<file path="config.mk">
export PLATFORM = sky130hd
export DESIGN_NAME = ptp_ts_cap
export DESIGN_NICKNAME = d
export VERILOG_FILES = /design/src/rtl/ptp_ts_pkg.sv /design/src/rtl/ptp_ts_classifier.sv /design/src/rtl/ptp_ts_fifo.sv /design/src/rtl/ptp_ts_cap.sv
export SDC_FILE = /design/constraint.sdc
export NUM_CORES = 2
export LEC_CHECK = 0
export CORE_MARGIN = 2
export CORE_UTILIZATION = 50
export CTS_CLUSTER_SIZE = 10
export DETAILED_ROUTE_END_ITERATION = 7
export DONT_BUFFER_PORTS = 1
export PLACE_DENSITY = 0.75
export REMOVE_ABC_BUFFERS = 1
export SLEW_MARGIN = 25
export SYNTH_ARGS = -nofsm -noshare
export SYNTH_HDL_FRONTEND = slang
export SYNTH_SLANG_ARGS = --single-unit
</file>
<file path="constraint.sdc">
create_clock -name clk -period 3.7 [get_ports clk]
set_input_delay 0.185 -clock clk [delete_from_list [all_inputs] [get_ports clk]]
set_output_delay 0.185 -clock clk [all_outputs]
set_load 0.05 [all_outputs]
</file>
<file path="src/rtl/ptp_ts_pkg.sv">
package ptp_ts_pkg;

    localparam logic [15:0] PTP_ETYPE   = 16'h88F7;
    localparam int          PORT_FLD_W  = 4;
    localparam int          MAX_MSG_EVT = 3;

    // frame byte positions the classifier inspects
    localparam int POS_ETYPE_HI = 12;
    localparam int POS_ETYPE_LO = 13;
    localparam int POS_MSGTYPE  = 14;
    localparam int POS_DOMAIN   = 18;
    localparam int POS_SEQ_HI   = 44;
    localparam int POS_SEQ_LO   = 45;

    // register offsets
    localparam logic [7:0] OFS_CMD  = 8'h00;
    localparam logic [7:0] OFS_TLO  = 8'h08;
    localparam logic [7:0] OFS_THI  = 8'h0A;
    localparam logic [7:0] OFS_HW0  = 8'h0C;
    localparam logic [7:0] OFS_HW1  = 8'h0E;
    localparam logic [7:0] OFS_RXST = 8'h10;
    localparam logic [7:0] OFS_TXST = 8'h12;
    localparam logic [7:0] OFS_OVF  = 8'h14;

    localparam int CMD_DIR_BIT  = 4;
    localparam int CMD_XFER_BIT = 14;

    typedef struct packed {
        logic [1:0]  sec;
        logic [29:0] ns;
        logic [15:0] hw0;
        logic [15:0] hw1;
    } ts_entry_t;

    typedef enum logic {
        ST_IDLE  = 1'b0,
        ST_FETCH = 1'b1
    } xfer_state_t;

endpackage

</file>
<file path="src/rtl/ptp_ts_classifier.sv">
module ptp_ts_classifier
    import ptp_ts_pkg::*;
#(
    parameter int CNT_W = 6
) (
    input  logic        clk,
    input  logic        rst_n,
    input  logic        in_valid,
    input  logic        in_sof,
    input  logic [7:0]  in_data,
    input  logic [1:0]  tod_sec,
    input  logic [29:0] tod_ns,
    output logic        push,
    output ts_entry_t   entry
);
    localparam logic [CNT_W-1:0] CNT_MAX = '1;

    logic [CNT_W-1:0] pos_q;
    logic [CNT_W-1:0] idx;
    logic             match_q;
    logic [1:0]       sec_q;
    logic [29:0]      ns_q;
    logic [7:0]       msg_q, dom_q, seqhi_q;

    assign idx = (in_valid && in_sof) ? '0 : pos_q;

    always_ff @(posedge clk or negedge rst_n) begin
        if (!rst_n) begin
            pos_q   <= CNT_MAX;
            match_q <= 1'b0;
            sec_q   <= '0;
            ns_q    <= '0;
            msg_q   <= '0;
            dom_q   <= '0;
            seqhi_q <= '0;
        end else if (in_valid) begin
            if (idx != CNT_MAX) pos_q <= idx + 1'b1;
            if (in_sof) begin
                match_q <= 1'b1;
                sec_q   <= tod_sec;
                ns_q    <= tod_ns;
            end
            if (idx == CNT_W'(POS_ETYPE_HI) && in_data != PTP_ETYPE[15:8]) match_q <= 1'b0;
            if (idx == CNT_W'(POS_ETYPE_LO) && in_data != PTP_ETYPE[7:0])  match_q <= 1'b0;
            if (idx == CNT_W'(POS_MSGTYPE)) begin
                msg_q <= in_data;
                if (in_data[3:0] > 4'(MAX_MSG_EVT)) match_q <= 1'b0;
            end
            if (idx == CNT_W'(POS_DOMAIN)) dom_q   <= in_data;
            if (idx == CNT_W'(POS_SEQ_HI)) seqhi_q <= in_data;
        end
    end

    assign push  = in_valid && match_q && (idx == CNT_W'(POS_SEQ_LO));
    assign entry = '{sec: sec_q, ns: ns_q, hw0: {dom_q, msg_q}, hw1: {seqhi_q, in_data}};

endmodule

</file>
<file path="src/rtl/ptp_ts_fifo.sv">
module ptp_ts_fifo
    import ptp_ts_pkg::*;
#(
    parameter int DEPTH = 4
) (
    input  logic      clk,
    input  logic      rst_n,
    input  logic      push,
    input  ts_entry_t din,
    input  logic      pop,
    output ts_entry_t dout,
    output logic      empty,
    output logic      ovf
);
    localparam int AW = (DEPTH > 1) ? $clog2(DEPTH) : 1;
    localparam int CW = $clog2(DEPTH + 1);

    ts_entry_t       mem [DEPTH];
    logic [AW-1:0]   rd_q, wr_q;
    logic [CW-1:0]   cnt_q;
    logic            full, do_push, do_pop;

    function automatic logic [AW-1:0] nxt(input logic [AW-1:0] p);
        return (p == AW'(DEPTH - 1)) ? '0 : p + 1'b1;
    endfunction

    assign full    = (cnt_q == CW'(DEPTH));
    assign empty   = (cnt_q == '0);
    assign do_push = push && !full;
    assign do_pop  = pop && !empty;
    assign dout    = mem[rd_q];

    always_ff @(posedge clk) begin
        if (do_push) mem[wr_q] <= din;
    end

    always_ff @(posedge clk or negedge rst_n) begin
        if (!rst_n) begin
            rd_q  <= '0;
            wr_q  <= '0;
            cnt_q <= '0;
            ovf   <= 1'b0;
        end else begin
            if (do_push) wr_q <= nxt(wr_q);
            if (do_pop)  rd_q <= nxt(rd_q);
            if (do_push && !do_pop)      cnt_q <= cnt_q + 1'b1;
            else if (do_pop && !do_push) cnt_q <= cnt_q - 1'b1;
            if (push && full) ovf <= 1'b1;
        end
    end

endmodule

</file>
<file path="src/rtl/ptp_ts_cap.sv">
module ptp_ts_cap
    import ptp_ts_pkg::*;
#(
    parameter int NPORTS = 4,   // at most 8: overflow word packs both directions
    parameter int DEPTH  = 4
) (
    input  logic                  clk,
    input  logic                  rst_n,
    input  logic [NPORTS-1:0]     rx_valid,
    input  logic [NPORTS-1:0]     rx_sof,
    input  logic [8*NPORTS-1:0]   rx_data,
    input  logic [NPORTS-1:0]     tx_valid,
    input  logic [NPORTS-1:0]     tx_sof,
    input  logic [8*NPORTS-1:0]   tx_data,
    input  logic [1:0]            tod_sec,
    input  logic [29:0]           tod_ns,
    input  logic                  reg_wr,
    input  logic [7:0]            reg_addr,
    input  logic [15:0]           reg_wdata,
    output logic [15:0]           reg_rdata,
    output logic                  irq
);
    // stream s < NPORTS is transmit port s, stream s >= NPORTS is receive port s-NPORTS
    localparam int NSTREAM = 2 * NPORTS;

    ts_entry_t           cap   [NSTREAM];
    ts_entry_t           head  [NSTREAM];
    logic [NSTREAM-1:0]  push_v, pop_v, empty_v, ovf_v;

    for (genvar s = 0; s < NSTREAM; s++) begin : g_stream
        localparam int P = s % NPORTS;
        logic       v, sf;
        logic [7:0] d;
        if (s >= NPORTS) begin : g_rx
            assign v  = rx_valid[P];
            assign sf = rx_sof[P];
            assign d  = rx_data[8*P +: 8];
        end else begin : g_tx
            assign v  = tx_valid[P];
            assign sf = tx_sof[P];
            assign d  = tx_data[8*P +: 8];
        end
        ptp_ts_classifier u_cls (
            .clk(clk), .rst_n(rst_n), .in_valid(v), .in_sof(sf), .in_data(d),
            .tod_sec(tod_sec), .tod_ns(tod_ns), .push(push_v[s]), .entry(cap[s])
        );
        ptp_ts_fifo #(.DEPTH(DEPTH)) u_fifo (
            .clk(clk), .rst_n(rst_n), .push(push_v[s]), .din(cap[s]),
            .pop(pop_v[s]), .dout(head[s]), .empty(empty_v[s]), .ovf(ovf_v[s])
        );
    end

    xfer_state_t           state_q, state_d;
    logic [PORT_FLD_W-1:0] port_q;
    logic                  dir_q;
    logic                  start, pop_en, busy, cmd_hit;
    ts_entry_t             rb_q, sel_entry;
    logic [NPORTS-1:0]     rx_pend, tx_pend;
    logic [15:0]           ovf_word;

    assign cmd_hit = reg_wr && (reg_addr == OFS_CMD) && reg_wdata[CMD_XFER_BIT];
    assign busy    = (state_q == ST_FETCH);

    // state register, command latch and read-back load
    always_ff @(posedge clk or negedge rst_n) begin
        if (!rst_n) begin
            state_q <= ST_IDLE;
            port_q  <= '0;
            dir_q   <= 1'b0;
            rb_q    <= '0;
        end else begin
            state_q <= state_d;
            if (start) begin
                port_q <= reg_wdata[PORT_FLD_W-1:0];
                dir_q  <= reg_wdata[CMD_DIR_BIT];
            end
            if (pop_en) rb_q <= sel_entry;
        end
    end

    // next state and control outputs
    always_comb begin
        state_d = state_q;
        start   = 1'b0;
        pop_en  = 1'b0;
        unique case (state_q)
            ST_IDLE: begin
                if (cmd_hit) begin
                    start   = 1'b1;
                    state_d = ST_FETCH;
                end
            end
            ST_FETCH: begin
                pop_en  = 1'b1;
                state_d = ST_IDLE;
            end
        endcase
    end

    // queue selection for the transfer in progress
    always_comb begin
        sel_entry = '0;
        pop_v     = '0;
        for (int s = 0; s < NSTREAM; s++) begin
            if (int'(port_q) < NPORTS &&
                s == int'(dir_q) * NPORTS + int'(port_q)) begin
                if (!empty_v[s]) sel_entry = head[s];
                pop_v[s] = pop_en;
            end
        end
    end

    always_comb begin
        ovf_word = '0;
        for (int p = 0; p < NPORTS; p++) begin
            tx_pend[p]      = !empty_v[p];
            rx_pend[p]      = !empty_v[NPORTS + p];
            ovf_word[p]     = ovf_v[NPORTS + p];
            ovf_word[8 + p] = ovf_v[p];
        end
    end

    assign irq = |tx_pend;

    always_comb begin
        case (reg_addr)
            OFS_CMD:  reg_rdata = {1'b0, busy, 9'b0, dir_q, port_q};
            OFS_TLO:  reg_rdata = rb_q.ns[15:0];
            OFS_THI:  reg_rdata = {rb_q.sec, rb_q.ns[29:16]};
            OFS_HW0:  reg_rdata = rb_q.hw0;
            OFS_HW1:  reg_rdata = rb_q.hw1;
            OFS_RXST: reg_rdata = 16'(rx_pend);
            OFS_TXST: reg_rdata = 16'(tx_pend);
            OFS_OVF:  reg_rdata = ovf_word;
            default:  reg_rdata = '0;
        endcase
    end

endmodule

</file>
# == Word level (Yosys, flattened, before mapping) ==
# Memories as Yosys holds them, arrays and structs flattened.
# Index checks and enable logic that the tools add are counted.
# Widths: inputs -> output; s select.
# totals
register_bits,638
mem_bits_rw,2048
inputBits,139
out_inout_bits,17
elab_cells,570
mem_count,8
# op_classes
add_sub_neg,41
magnitude_cmp,9
eq_ne,110
n_mux,125
bitwise_logic,1
n_reduce_logical,181
# mem_list
memory,words,width,read_ports,rd_clocked_by_memory_dff,write_ports,line_no,source
g_stream[0].u_fifo.mem,4,64,1,0,1,ptp_ts_fifo.sv:18,ts_entry_t mem [DEPTH];
g_stream[1].u_fifo.mem,4,64,1,0,1,ptp_ts_fifo.sv:18,
g_stream[2].u_fifo.mem,4,64,1,0,1,ptp_ts_fifo.sv:18,
g_stream[3].u_fifo.mem,4,64,1,0,1,ptp_ts_fifo.sv:18,
g_stream[4].u_fifo.mem,4,64,1,0,1,ptp_ts_fifo.sv:18,
g_stream[5].u_fifo.mem,4,64,1,0,1,ptp_ts_fifo.sv:18,
+2 memories,--,--,--,--,--,--,
# ops
cell,count
$mux 64,16
$eq 6x4->1 const B,24
$ne 8x8->1 const B,16
$pmux 16 s8,1
$eq 4x32->1 const A,3
$eq 6x6->1 const B,16
$logic_and 1x1->1,90
$reduce_and 2->1,40
$mux 1,67
$eq 3x32->1 const A,2
$add 6x1->6 const B,8
$eq 6x5->1 const B,8
$mux 3,16
$mux 6,8
$ne 6x6->1 const B,8
$add 2x1->2 const B,16
$eq 2x2->1 const B,16
$eq 2x32->1 const A,1
$eq 8x4->1 const B,4
$gt 4x2->1 const B,8
$logic_not 1->1,32
$logic_not 32->1,1
$mux 2,16
$add 3x1->3 const B,8
other kinds (12),42

# == Longest topological paths before layout ==
# depth
ltp_word,18
depth_mapped,14
ltp_nobuf,12

# == Cells and area by module ==
# Synthesis repeated with hierarchy kept, for this count alone.
# unflattened
cells_unflattened,5645
area_unflattened_um2,107297.9
# by_module_without_submodules
module,instances,cells_per_inst,area_each_um2,seq_area_each_um2
ptp_ts_fifo,8,373,9704.3,7887.6
ptp_ts_classifier,8,185,2685.1,1584.0
ptp_ts_cap,1,1181,8182.8,1751.7

# == Worst setup path before layout ==
# Ideal clock, no wire load.
# synth_timing
path_kind,input to register
from,input tx_valid[3]
to,memory g_stream[3].u_fifo.mem[1][0] (netlist name) (enable)
setup_time_ns,0.429
t_arrival_ns,3.327
required_time_ns,3.271
setup_slack_ns,-0.056
stages,9
path_buffers,2
path_cell_list,clkbuf_1 -> nand2_1 -> clkbuf_1 -> and2_1 -> inv_1 -> ha_1 -> nand4_1 -> a21oi_1 -> and2_1
# synth_via
elab_chain_len,7
word_cells_on_any_way,8
classes_between,eq/ne: 1; mux: 3; reduce/logical: 4
# synth_lines
item,line_no,source
start: declaration,ptp_ts_cap.sv:12,"input logic [NPORTS-1:0] tx_valid,"
$logic_and 1x1->1,ptp_ts_classifier.sv:25,assign idx = (in_valid && in_sof) ? '0 : pos_q;
$mux 6,ptp_ts_classifier.sv:25,
$eq 6x6->1,ptp_ts_classifier.sv:54,assign push = in_valid && match_q && (idx == CNT_W'(POS_SEQ_LO));
$logic_and 1x1->1 (*),ptp_ts_classifier.sv:54,
$logic_and 1x1->1 (*),ptp_ts_fifo.sv:29,assign do_push = push && !full;
via g_stream[3].u_fifo.do_push,ptp_ts_fifo.sv:21,"logic full, do_push, do_pop;"
$mux 1 (*),ptp_ts_fifo.sv:34,if (do_push) mem[wr_q] <= din;
$mux 1 (not written as such) (*),ptp_ts_fifo.sv:34,
end: declaration,ptp_ts_fifo.sv:18,
# The timed path passes the listed nets; every way through them passes the cells marked *.

# == Final worst setup path ==
# layout_timing
from,register port_q[2]
to,register rb_q[19] (netlist name)
# layout_via
elab_chain_len,18
word_cells_on_any_way,33
classes_between,add/sub: 1; order compare: 1; eq/ne: 7; mux: 15; reduce/logical: 9
# layout_lines
item,line_no,source
start: declaration,ptp_ts_cap.sv:54,logic [PORT_FLD_W-1:0] port_q;
start signal: assignment,ptp_ts_cap.sv:74,port_q <= reg_wdata[PORT_FLD_W-1:0];
$add 3x4->5,ptp_ts_cap.sv:106,s == int'(dir_q) * NPORTS + int'(port_q)) begin
$logic_not 32->1,ptp_ts_cap.sv:106,
$logic_and 1x1->1,ptp_ts_cap.sv:105,if (int'(port_q) < NPORTS &&
$mux 64,ptp_ts_cap.sv:105,
$mux 64,ptp_ts_cap.sv:107,if (!empty_v[s]) sel_entry = head[s];
$mux 64,ptp_ts_cap.sv:105,
$mux 64,ptp_ts_cap.sv:107,
$mux 64,ptp_ts_cap.sv:105,
[2 not listed],--,
$mux 64,ptp_ts_cap.sv:107,
$mux 64,ptp_ts_cap.sv:105,
$mux 64,ptp_ts_cap.sv:107,
$mux 64,ptp_ts_cap.sv:105,
$mux 64,ptp_ts_cap.sv:107,
$mux 64,ptp_ts_cap.sv:105,
$mux 64,ptp_ts_cap.sv:107,
$mux 64 (*),ptp_ts_cap.sv:105,
end signal: assignment,ptp_ts_cap.sv:77,if (pop_en) rb_q <= sel_entry;
end: declaration,ptp_ts_cap.sv:57,"ts_entry_t rb_q, sel_entry;"
# Mark *: on every way between the ends. The rest lies on a longest branch, timed or not.
# A chain may end at the register's enable or synchronous reset.

==> flow_summary_export.csv <==
group,metric,value,unit
outcome,status,"completed",
logic_synthesis,synth-edff-count,2048,
layout,final_nets,6130,
logic_synthesis,ys_seq_area_share,73.79,%
routing,vias_per_cell,6.236,
run,cap_violations,0,
clock_network,cts_buffers,322,
layout,final_cell_mix,"2048 x edfxtp_1, 573 x dfrtp_1, 512 x mux4_2",
setup_path,critPathBufInv,1,
layout,synthToLayoutAreaGrowth,15.52,%
placement,io_buffers,0,
power_and_ir_drop,netSwitchingFraction,21.29,%
sta,final-hold-violation-count,0,
min_path,hold_path_class,"in2reg",
die,dieWidth,462.4,µm
logic_synthesis,syn_inst,5467,
setup_path,cp_slowest_cell,"or4b_1",
setup_path,crit_path_cell_trace,"ha_1 -> ha_1 -> or4b_1 -> nor4_4 -> o21bai_4 -> buf_12 -> o2111ai_1 -> o21ai_1",
routing,drt-pass1-iter-count,8,
logic_synthesis,yosys-mux-area-fraction,15.54,%
layout,final_common_cell,"edfxtp_1",
power_and_ir_drop,p_per_area,538.9,nW/µm²
routing,routedWlPerCell,30.64,µm
sta,max_freq,280.4,MHz
layout,final_layout_size_suffix_gt1_share,27.63,%
logic_synthesis,yosysTopAreaCell,"edfxtp_1",
power_and_ir_drop,power,65.41,mW
logic_synthesis,synth-xor-area-share,0.2001,%
power_and_ir_drop,power_leakage,41.19,nW
die,core_area,209200,µm²
logic_synthesis,yosys.area_share.simple,3.409,%
placement,dp_hpwl,164900,µm
sta,period_minus_slack,3566,ps
clock_network,htreeDepth,5,
routing,drc,0,
logic_synthesis,ys.warnings.count,0,
sta,skew,80.80,ps
power_and_ir_drop,power_frac_clock,43.2,%
global_routing,grt_start_max_net_pins,639,
clock_network,cts_resized,0,
sta,max-slew-margin-rel,18.69,%
die,rows,168,
logic_synthesis,synth_top_family_by_area,"multiplexers",
die,initial_core_util,50.23,%
setup_path,path_max_fanout,29,
die,io_pins,156,
placement,post_dp_cell_area,110300,µm²
setup_path,slowest_delay,740,ps
logic_synthesis,synth.cell_area,105100,µm²
layout,stdcell_area,121400,µm²
setup_path,cp-start-kind,"flip-flop",
logic_synthesis,ys_seq_elements,2686,
logic_synthesis,ys.flop_type,"edfxtp_1",
power_and_ir_drop,vdd_drop_max,0.5236,mV
power_and_ir_drop,p_comb_share,4.0,%
logic_synthesis,avgSynthCellArea,19.22,µm²
logic_synthesis,ys_types,78,
setup_path,crit_top_cell,"ha_1",
clock_network,cts_tree,"done",
global_routing,grt.total_usage,25.53,%
placement,gp_congestion,0.9069,
routing,wl,274500,µm
die,die_y,462.4,µm
clock_network,clk_pin_slew,60,ps
sta,slew_violations,0,
routing,detailedRoute.firstIterationViolations,6649,
sta,period_share,96.39,%
logic_synthesis,synth_compound_area_share,4.353,%
die,die_area,213800,µm²
logic_synthesis,synth_top_area_share,58.54,%
sta,setup_viol,0,
routing,dr_total_vias,55884,
clock_network,clk_path_buf_depth,4,
setup_path,worst-setup-path-type,"reg2reg",
clock_network,cts_root_buf,"clkbuf_16",
power_and_ir_drop,p_int,51.48,mW
sta,rsz0062_at_grt,"false",
clock_network,cts_setup_buffers,0,
global_routing,first_global_vias,56479,
power_and_ir_drop,p_sw,13.92,mW
global_routing,grt_overflow,0,
setup_path,cp_data_required_time,4530,ps
global_routing,grt_pass1_wl,395500,µm
clock_network,clkSinkCount,2686,
routing,ant_nets,0,
sta,tightest_slew,1220,ps
logic_synthesis,synth-adder-area-share,1.129,%
layout,final_util,58.03,%
clock_network,insertion_delay,970,ps
setup_path,critical_path_arrival,4400,ps
logic_synthesis,synth_area_leaders,"edfxtp_1 59%, dfrtp_1 14%, mux4_2 11%",
setup_path,crit_path_end_kind,"flip-flop",
logic_synthesis,async_flop_share,23.75,%
global_routing,antenna_found_initial,36,
power_and_ir_drop,power_frac_seq,52.8,%
setup_path,critPathTopFamily,"compound AO/OA/AOI/OAI gates",
==> final timing paths <==
path	start	endpoint	slack, ps	cells after the start
max reg2reg	port_q[2]$_DFFE_PN0P_	rb_q[19]$_DFFE_PN0P_	130	8
min reg2reg	g_stream[3].u_cls.ns_q[2]$_DFFE_PN0P_	g_stream[3].u_fifo.mem[1][34]$_DFFE_PP_	480	0
max	port_q[2]$_DFFE_PN0P_	rb_q[19]$_DFFE_PN0P_	130	8
min in group asynchronous	rst_n	g_stream[6].u_cls.pos_q[2]$_DFFE_PN1P_	550	3
max in group asynchronous	rst_n	g_stream[2].u_cls.ns_q[3]$_DFFE_PN0P_	1510	5
min	reg_wdata[14]	busy$_DFF_PN0_	50	3
==> power groups by stage <==
stage	logic [mW]	registers, mW	clock network (mW)
2_1_floorplan	1.29	34.8	0
3_3_place_gp	1.92	35.0	0
3_5_place_dp	2.00	35.1	0
4_1_cts	2.41	34.5	28.5
5_1_grt	2.77	34.7	29.7
6_report	2.61	34.5	28.3
==> state kept, by name (all words and copies together) (netlist names), 16 cells and up <==
register / cells
g_stream.u_fifo.mem: 2048
g_stream.u_cls.ns_q: 240
g_stream.u_cls.dom_q: 64
g_stream.u_cls.msg_q: 64
g_stream.u_cls.seqhi_q: 64
rb_q: 64
g_stream.u_cls.pos_q: 48
g_stream.u_fifo.cnt_q: 24
g_stream.u_cls.sec_q: 16
g_stream.u_fifo.rd_q: 16
g_stream.u_fifo.wr_q: 16
==> per-stage QoR <==
| stage | setup TNS (ps) | hold WS (ps) | std cells | setup WS (ps) |
|---|---|---|---|---|
| CTS | 0 | -1070 | 8932 | 251.4 |
| detailed placement | 0 | -71.43 | 8214 | 286.1 |
| global route | 0 | 54.99 | 8948 | 121.7 |
| finish | 0 | 45.64 | 8961 | 133.6 |
| global placement | 0 | -68.53 | 8213 | 303.1 |
| floorplan | -353460 | -110.6 | 5206 | -2878 |
==> synth_stat cells, types with 14 or more instances <==
library cell  instances
a21oi_1             106
a22o_1               60
and2_1               43
buf_1                36
buf_2                58
buf_6                14
clkbuf_1            149
dfrtp_1             590
dfstp_2              48
edfxtp_1           2048
ha_1                 82
inv_1               128
mux2_2              425
mux4_2              512
nand2_1             346
nand2b_1             66
nand3_1              36
nand4_1              19
nor2_1               55
nor2b_1              20
nor3_1               23
o2111ai_1            53
o21ai_0              53
o21ai_1             112
o21bai_1             14
o221a_2              61
o22a_1               53
o31ai_1              16
or3_1                16
xor2_1               15
==> area by class of cell <==
class                           count  area [µm²]
Antenna cell                       21       52.55
Clock buffer                      545        9041
Clock inverter                     13       203.9
Fill cell                       14750       87790
Inverter                          128       480.5
Multi-Input combinational cell   2392       26060
Sequential cell                  2686       77580
Tap cell                         2805        3510
Timing Repair Buffer              371        4434
==> logic make-up after synthesis <==
family / after synthesis
DFF: 2686
muxes: 938
and+or+nand+nor: 708
AOI/OAI and AO/OA: 632
buffers and inverters: 389
adders and majority gates: 90
xor gates and xnor gates: 24
==> worst register-to-register path, stage by stage, from the launching register on <==
cell       delay [ps]
dfrtp_1           420
ha_1              220
ha_1              280
or4b_1            740
nor4_4            340
o21bai_4          320
buf_12            280
o2111ai_1         570
o21ai_1           310
==> metal layers <==
metal	part of all wire, %	track usage [%]	vias up
met1	37	33.92	29470
met3	9.9	5.610	611
li1	-	-	22847
met5	0.048	0	-
met2	48	40.41	2936
met4	5.2	12.13	20
==> timing repair <==
item / 4_1_cts / 5_1_grt
endpoints found under the setup margin: 0 / 0
endpoints found under the hold margin: 1412 / 340
hold buffers: 160 / 4
No activity file was read; power rests on OpenSTA's default activity.
